**config.mk**
```make
export PLATFORM = sky130hd
export DESIGN_NAME = dbgreg_ctrl
export DESIGN_NICKNAME = d
export VERILOG_FILES = /design/src/rtl/dbgreg_pkg.sv /design/src/rtl/dbgreg_access.sv /design/src/rtl/dbgreg_bpaddr.sv /design/src/rtl/dbgreg_status.sv /design/src/rtl/dbgreg_control.sv /design/src/rtl/dbgreg_ctrl.sv
export SDC_FILE = /design/constraint.sdc
export NUM_CORES = 1
export LEC_CHECK = 0
export CORE_UTILIZATION = 30
export DETAILED_ROUTE_END_ITERATION = 16
export SLEW_MARGIN = 20
export SYNTH_ARGS = -nofsm -noshare
export SYNTH_HDL_FRONTEND = slang
export SYNTH_SLANG_ARGS = --single-unit
```
**constraint.sdc**
```tcl
create_clock -name clk -period 5.9 [get_ports clk]
set_clock_uncertainty 0.2 [all_clocks]
set_input_delay 1.475 -clock clk [delete_from_list [all_inputs] [get_ports clk]]
set_output_delay 1.475 -clock clk [all_outputs]
set_load 0.01 [all_outputs]
```
**src/rtl/dbgreg_pkg.sv**
```systemverilog
package dbgreg_pkg;
  localparam int unsigned DATA_W = 32;
  localparam int unsigned NUM_BP = 4;
  localparam int unsigned IDX_W  = 3;

  localparam logic [IDX_W-1:0] IDX_STAT = 3'd6;
  localparam logic [IDX_W-1:0] IDX_CTRL = 3'd7;
  localparam logic [IDX_W-1:0] IDX_STAT_ALT = 3'd4;
  localparam logic [IDX_W-1:0] IDX_CTRL_ALT = 3'd5;

  typedef enum logic [1:0] {
    SEL_NONE = 2'd0,
    SEL_ADDR = 2'd1,
    SEL_STAT = 2'd2,
    SEL_CTRL = 2'd3
  } sel_e;

  // Fold the two legacy indices onto their canonical targets.
  function automatic logic [IDX_W-1:0] canon_index(input logic [IDX_W-1:0] raw);
    logic [IDX_W-1:0] res;
    case (raw)
      IDX_STAT_ALT: res = IDX_STAT;
      IDX_CTRL_ALT: res = IDX_CTRL;
      default:      res = raw;
    endcase
    return res;
  endfunction
endpackage

```
**src/rtl/dbgreg_access.sv**
```systemverilog
module dbgreg_access
  import dbgreg_pkg::*;
#(
  parameter int unsigned N_BP = NUM_BP
) (
  input  logic                      acc_valid,
  input  logic                      acc_write,
  input  logic [IDX_W-1:0]          acc_index,
  input  logic [1:0]                cur_priv,
  output logic                      fault,
  output logic                      rd_grant,
  output logic                      wr_grant,
  output sel_e                      sel,
  output logic [$clog2(N_BP)-1:0]   bp_sel
);
  localparam int unsigned SEL_W = $clog2(N_BP);
  localparam logic [IDX_W-1:0] BP_LIMIT = IDX_W'(N_BP);

  logic [IDX_W-1:0] canon;
  logic             priv_ok;

  always_comb begin
    canon    = canon_index(acc_index);
    priv_ok  = (cur_priv == 2'd0);
    fault    = acc_valid & ~priv_ok;
    rd_grant = acc_valid & priv_ok & ~acc_write;
    wr_grant = acc_valid & priv_ok & acc_write;
    bp_sel   = canon[SEL_W-1:0];
    if (canon < BP_LIMIT)        sel = SEL_ADDR;
    else if (canon == IDX_STAT)  sel = SEL_STAT;
    else if (canon == IDX_CTRL)  sel = SEL_CTRL;
    else                         sel = SEL_NONE;
  end
endmodule

```
**src/rtl/dbgreg_bpaddr.sv**
```systemverilog
module dbgreg_bpaddr
  import dbgreg_pkg::*;
#(
  parameter int unsigned N_BP = NUM_BP,
  parameter int unsigned DW   = DATA_W
) (
  input  logic                    clk,
  input  logic                    rst_n,
  input  logic                    wr_en,
  input  logic [$clog2(N_BP)-1:0] bp_sel,
  input  logic [DW-1:0]           wdata,
  output logic [N_BP*DW-1:0]      addr_flat
);
  localparam int unsigned SEL_W = $clog2(N_BP);

  for (genvar i = 0; i < N_BP; i++) begin : g_slot
    logic          en;
    logic [DW-1:0] d;
    logic [DW-1:0] q;

    always_comb begin
      en = wr_en & (bp_sel == SEL_W'(i));
      d  = wdata;
    end

    always_ff @(posedge clk or negedge rst_n) begin
      if (!rst_n)  q <= '0;
      else if (en) q <= d;
    end

    assign addr_flat[i*DW +: DW] = q;
  end
endmodule

```
**src/rtl/dbgreg_status.sv**
```systemverilog
module dbgreg_status
  import dbgreg_pkg::*;
#(
  parameter int unsigned N_BP = NUM_BP
) (
  input  logic            clk,
  input  logic            rst_n,
  input  logic            wr_en,
  input  logic [N_BP-1:0] wdata,
  input  logic [N_BP-1:0] hit_set,
  output logic [N_BP-1:0] status_q
);
  logic            en;
  logic [N_BP-1:0] d;

  // Software load first, then hardware hits OR in so no event is lost.
  always_comb begin
    en = wr_en | (|hit_set);
    d  = (wr_en ? wdata : status_q) | hit_set;
  end

  always_ff @(posedge clk or negedge rst_n) begin
    if (!rst_n)  status_q <= '0;
    else if (en) status_q <= d;
  end
endmodule

```
**src/rtl/dbgreg_control.sv**
```systemverilog
module dbgreg_control
  import dbgreg_pkg::*;
#(
  parameter int unsigned N_BP = NUM_BP,
  parameter int unsigned DW   = DATA_W
) (
  input  logic          clk,
  input  logic          rst_n,
  input  logic          wr_en,
  input  logic [DW-1:0] wdata,
  input  logic          task_switch,
  output logic [DW-1:0] ctrl_q
);
  logic [DW-1:0] local_mask;
  logic [DW-1:0] base;
  logic [DW-1:0] d;
  logic          en;

  // Local enables sit on the even bits of the low byte pairs.
  always_comb begin
    local_mask = '0;
    for (int i = 0; i < int'(N_BP); i++) local_mask[2*i] = 1'b1;
  end

  always_comb begin
    en   = wr_en | task_switch;
    base = wr_en ? wdata : ctrl_q;
    d    = task_switch ? (base & ~local_mask) : base;
  end

  always_ff @(posedge clk or negedge rst_n) begin
    if (!rst_n)  ctrl_q <= '0;
    else if (en) ctrl_q <= d;
  end
endmodule

```
**src/rtl/dbgreg_ctrl.sv**
```systemverilog
module dbgreg_ctrl
  import dbgreg_pkg::*;
#(
  parameter int unsigned N_BP = NUM_BP,
  parameter int unsigned DW   = DATA_W
) (
  input  logic                clk,
  input  logic                rst_n,
  input  logic                acc_valid,
  input  logic                acc_write,
  input  logic [IDX_W-1:0]    acc_index,
  input  logic [DW-1:0]       acc_wdata,
  input  logic [1:0]          cur_priv,
  input  logic                task_switch,
  input  logic [N_BP-1:0]     hit_set,
  output logic [DW-1:0]       acc_rdata,
  output logic                gp_fault,
  output logic [DW-1:0]       ctrl_word,
  output logic [N_BP*DW-1:0]  bp_addr_flat
);
  localparam int unsigned SEL_W = $clog2(N_BP);

  logic [1:0]      rst_pipe;
  logic            rst_sync_n;
  logic            rd_grant;
  logic            wr_grant;
  sel_e            sel;
  logic [SEL_W-1:0] bp_sel;
  logic            wr_addr;
  logic            wr_stat;
  logic            wr_ctrl;
  logic [N_BP-1:0] status_q;
  logic [DW-1:0]   addr_arr [N_BP];

  // Asynchronous assertion, synchronous release.
  always_ff @(posedge clk or negedge rst_n) begin
    if (!rst_n) rst_pipe <= 2'b00;
    else        rst_pipe <= {rst_pipe[0], 1'b1};
  end
  assign rst_sync_n = rst_pipe[1];

  dbgreg_access #(.N_BP(N_BP)) u_access (
    .acc_valid (acc_valid),
    .acc_write (acc_write),
    .acc_index (acc_index),
    .cur_priv  (cur_priv),
    .fault     (gp_fault),
    .rd_grant  (rd_grant),
    .wr_grant  (wr_grant),
    .sel       (sel),
    .bp_sel    (bp_sel)
  );

  always_comb begin
    wr_addr = wr_grant & (sel == SEL_ADDR);
    wr_stat = wr_grant & (sel == SEL_STAT);
    wr_ctrl = wr_grant & (sel == SEL_CTRL);
  end

  dbgreg_bpaddr #(.N_BP(N_BP), .DW(DW)) u_bpaddr (
    .clk       (clk),
    .rst_n     (rst_sync_n),
    .wr_en     (wr_addr),
    .bp_sel    (bp_sel),
    .wdata     (acc_wdata),
    .addr_flat (bp_addr_flat)
  );

  dbgreg_status #(.N_BP(N_BP)) u_status (
    .clk      (clk),
    .rst_n    (rst_sync_n),
    .wr_en    (wr_stat),
    .wdata    (acc_wdata[N_BP-1:0]),
    .hit_set  (hit_set),
    .status_q (status_q)
  );

  dbgreg_control #(.N_BP(N_BP), .DW(DW)) u_control (
    .clk         (clk),
    .rst_n       (rst_sync_n),
    .wr_en       (wr_ctrl),
    .wdata       (acc_wdata),
    .task_switch (task_switch),
    .ctrl_q      (ctrl_word)
  );

  for (genvar i = 0; i < N_BP; i++) begin : g_unpack
    assign addr_arr[i] = bp_addr_flat[i*DW +: DW];
  end

  always_comb begin
    acc_rdata = '0;
    if (rd_grant) begin
      case (sel)
        SEL_ADDR: acc_rdata = addr_arr[bp_sel];
        SEL_STAT: acc_rdata = DW'(status_q);
        SEL_CTRL: acc_rdata = ctrl_word;
        default:  acc_rdata = '0;
      endcase
    end
  end
endmodule

```
==> qor.yml <==
status:
  status: "finished, violations left"
  failed_checks: "negative hold slack"
detailed_routing:
  route.detailed.drc: 0
  drt_iter0_markers: 211
  top_layer: "met4"
  detail-route-antenna-nets: 0
  finalWirelength_um: 22200
  avgRoutedWirePerCell_um: 19.9
  via_per_inst: 4.83
  met3WireLength_um: 1140
  route.met2.wl_um: 10500
  wl_met1_um: 10300
  drtPass1Iterations: 4
  vias: 5391
setup_path:
  critPathMaxFanout: 21
  path_class: "in -> out"
  slowest_delay_ns: 0.60
  end_kind: "output pin"
  crit_arrival_ns: 3.92
  worstPathCellList: "clkdlybuf4s50_1 -> or4b_4 -> or3_2 -> buf_12 -> o22ai_1 -> clkdlybuf4s50_1"
  crit_top_cell: "clkdlybuf4s50_1"
  required_ns: 4.22
  cp-start-kind: "input pin"
  crit_slowest_cell: "or4b_4"
timing:
  final-setup-viol-count: 0
  worstMarginPinSlew_ns: 1.07
  fmax_mhz: 179
  timing.hold.ws_ns: -0.00973
  hold_violations: 14
  slew_viol_final: 0
  rsz0062_at_grt: "no"
  relSlewSlack: 0.289
  finalCritPeriodShare: 0.948
  setup_tns_ns: 0
  post-route-min-period_ns: 5.59
floorplanning:
  core_area_um2: 25300
  die_h_um: 163
  die_w_um: 163
  start_util: 0.307
  dieArea_um2: 26600
  io_pins: 239
  rows: 58
clocking:
  tritoncts: "yes"
  clock_sink_count: 166
  ctsHoldBuffers: 0
  cts_setup_buffers: 0
  htree_levels: 4
  cts_buffers: 17
  postCtsResizedCells: 0
  insertion_delay_ns: 0.42
  cts-root-buf: "clkbuf_16"
  cts_buffer_depth: 2
  cts.clk_slew.worst_paths_ns: 0.07
placed_design:
  dp_hpwl_um: 15100
  port_buffers: 238
  gp_congestion: 0.763
global_route:
  grt_remaining_overflow: 0
  grt_pass1_vias: 5563
  antenna_found_initial: 0
  grtUsageTotal: 0.173
  grt_pass1_wl_um: 34600
  grt_max_degree: 77
synth:
  syn_area_um2: 7770
  yosys_warnings: 0
  avgSynthCellArea_um2: 14.5
  synth.net_count: 581
  synthCells: 535
  yosysUniqueCellTypes: 27
  ys_seq_elements: 166
  synth_seq_area_share: 0.534
job:
  drv_cap: 0
cells_and_area:
  antenna_cells: 0
  utilization: 0.437
  drive_gt1_frac: 0.329
  final_nets: 818
  area_growth_pct: 42.3
power:
  peakVddDrop_mv: 0.156
  power_density_nw_per_um2: 294
  p_total_uw: 3250
  p_leak_uw: 0.00480
worst_hold_path:
  hp-class: "reg -> async"
## where the power goes
| part | internal (uW) | switching, uW |
|---|---|---|
| Clock | 554 | 498 |
| Combinational | 472 | 300 |
| Sequential | 1290 | 130 |
| Total | 2320 | 927 |
## state kept, by name, summed over array words and instances (netlist names)
signal             count
u_bpaddr.g_slot.q    128
u_control.ctrl_q      32
u_status.status_q      4
rst_pipe               2
## placed cells by master, fill, tap and decap left out, types with 2 or more instances in the layout
cell / Yosys / layout
or3_2: 0 / 2
a211oi_1: 4 / 4
clkdlybuf4s50_1: 0 / 236
clkinv_4: 0 / 2
or4_2: 0 / 2
clkbuf_16: 0 / 17
nor2_1: 11 / 10
clkbuf_1: 6 / 2
inv_6: 0 / 4
mux2_1: 2 / 2
nor2b_1: 9 / 9
dfrtp_1: 166 / 165
nand2b_1: 10 / 10
inv_8: 0 / 3
o22ai_2: 20 / 20
a2111oi_0: 4 / 4
mux2_2: 175 / 175
clkinvlp_4: 0 / 4
o22ai_1: 12 / 12
mux2_4: 7 / 7
mux2i_1: 64 / 64
buf_4: 0 / 15
nor4_1: 4 / 4
## cell usage after synthesis (all sizes together)
| master | count | area share |
|---|---|---|
| nor2b | 9 | 0.0072 |
| nor4 | 4 | 0.0032 |
| inv | 1 | 0.00048 |
| a2111oi | 4 | 0.0045 |
| nand2 | 1 | 0.00048 |
| mux2i | 64 | 0.082 |
| mux2 | 184 | 0.27 |
| or3 | 2 | 0.0016 |
| buf | 30 | 0.026 |
| o22ai | 32 | 0.042 |
| nor3 | 1 | 0.00064 |
| a211oi | 4 | 0.0039 |
| nand2b | 10 | 0.0080 |
| dfrtp | 166 | 0.53 |
| or4 | 2 | 0.0019 |
| nor2 | 11 | 0.0053 |
| nand4b | 1 | 0.0011 |
| clkbuf | 6 | 0.0029 |
| nand4bb | 1 | 0.0014 |
| conb | 1 | 0.00048 |
| or4b | 1 | 0.0018 |
## per-stage QoR
| stage | area (um^2) | std cells | setup WS, ns |
|---|---|---|---|
| after CTS | 11000 | 1114 | 0.295 |
| after detailed placement | 10500 | 1082 | 0.299 |
| after global routing | 11100 | 1115 | 0.187 |
| after global placement | 10500 | 1082 | 0.339 |
| after floorplan | 7770 | 535 | 0.732 |
| final | 11100 | 1115 | 0.307 |
## worst paths after layout
kind	start	end	slack, ns	depth (start not counted)
max	acc_write	acc_rdata[30]	0.31	6
min	rst_pipe[1]$_DFF_PN0_	u_bpaddr.g_slot[3].q[8]$_DFFE_PN0P_	-0.01	0
max reg2reg	rst_pipe[1]$_DFF_PN0_	u_control.ctrl_q[30]$_DFFE_PN0P_	4.29	1
min reg2reg	rst_pipe[1]$_DFF_PN0_	u_bpaddr.g_slot[3].q[8]$_DFFE_PN0P_	-0.01	0
max in group asynchronous	rst_pipe[1]$_DFF_PN0_	u_control.ctrl_q[30]$_DFFE_PN0P_	4.29	1
min in group clk	rst_pipe[0]$_DFF_PN0_	rst_pipe[1]$_DFF_PN0_	0.15	0
## routing by layer
layer | vias up | GRT usage
met5 | - | 0
met4 | 0 | 0.0531
met3 | 21 | 0.0405
met2 | 153 | 0.273
met1 | 2772 | 0.234
li1 | 2445 | -
## cell type report
cell class | count | area [um^2]
clock buffer | 19 | 433
multi-input combinational | 332 | 3410
fill | 2365 | 14300
timing repair buffer | 254 | 2530
tap | 330 | 413
sequential | 166 | 4160
clock inverter | 13 | 116
inverter | 1 | 3.75
## cell families (layout without fill, tap and decap cells)
family / after synthesis / in the layout / synth area share
and+or+nand+nor: 43 / 43 / 0.0328
other: 1 / 1 / 0.000482
buffers and inverters: 37 / 287 / 0.0296
AOI/OAI and AO/OA: 40 / 40 / 0.0502
muxes: 248 / 248 / 0.352
DFF: 166 / 166 / 0.534
## worst max-delay path, delay by kind of cell
kind | cells | cell delay [ns]
AOI/OAI and AO/OA | 1 | 0.15
buffers and inverters | 3 | 1.19
and+or+nand+nor | 2 | 1.08
No activity file was read; power rests on OpenSTA's default activity.
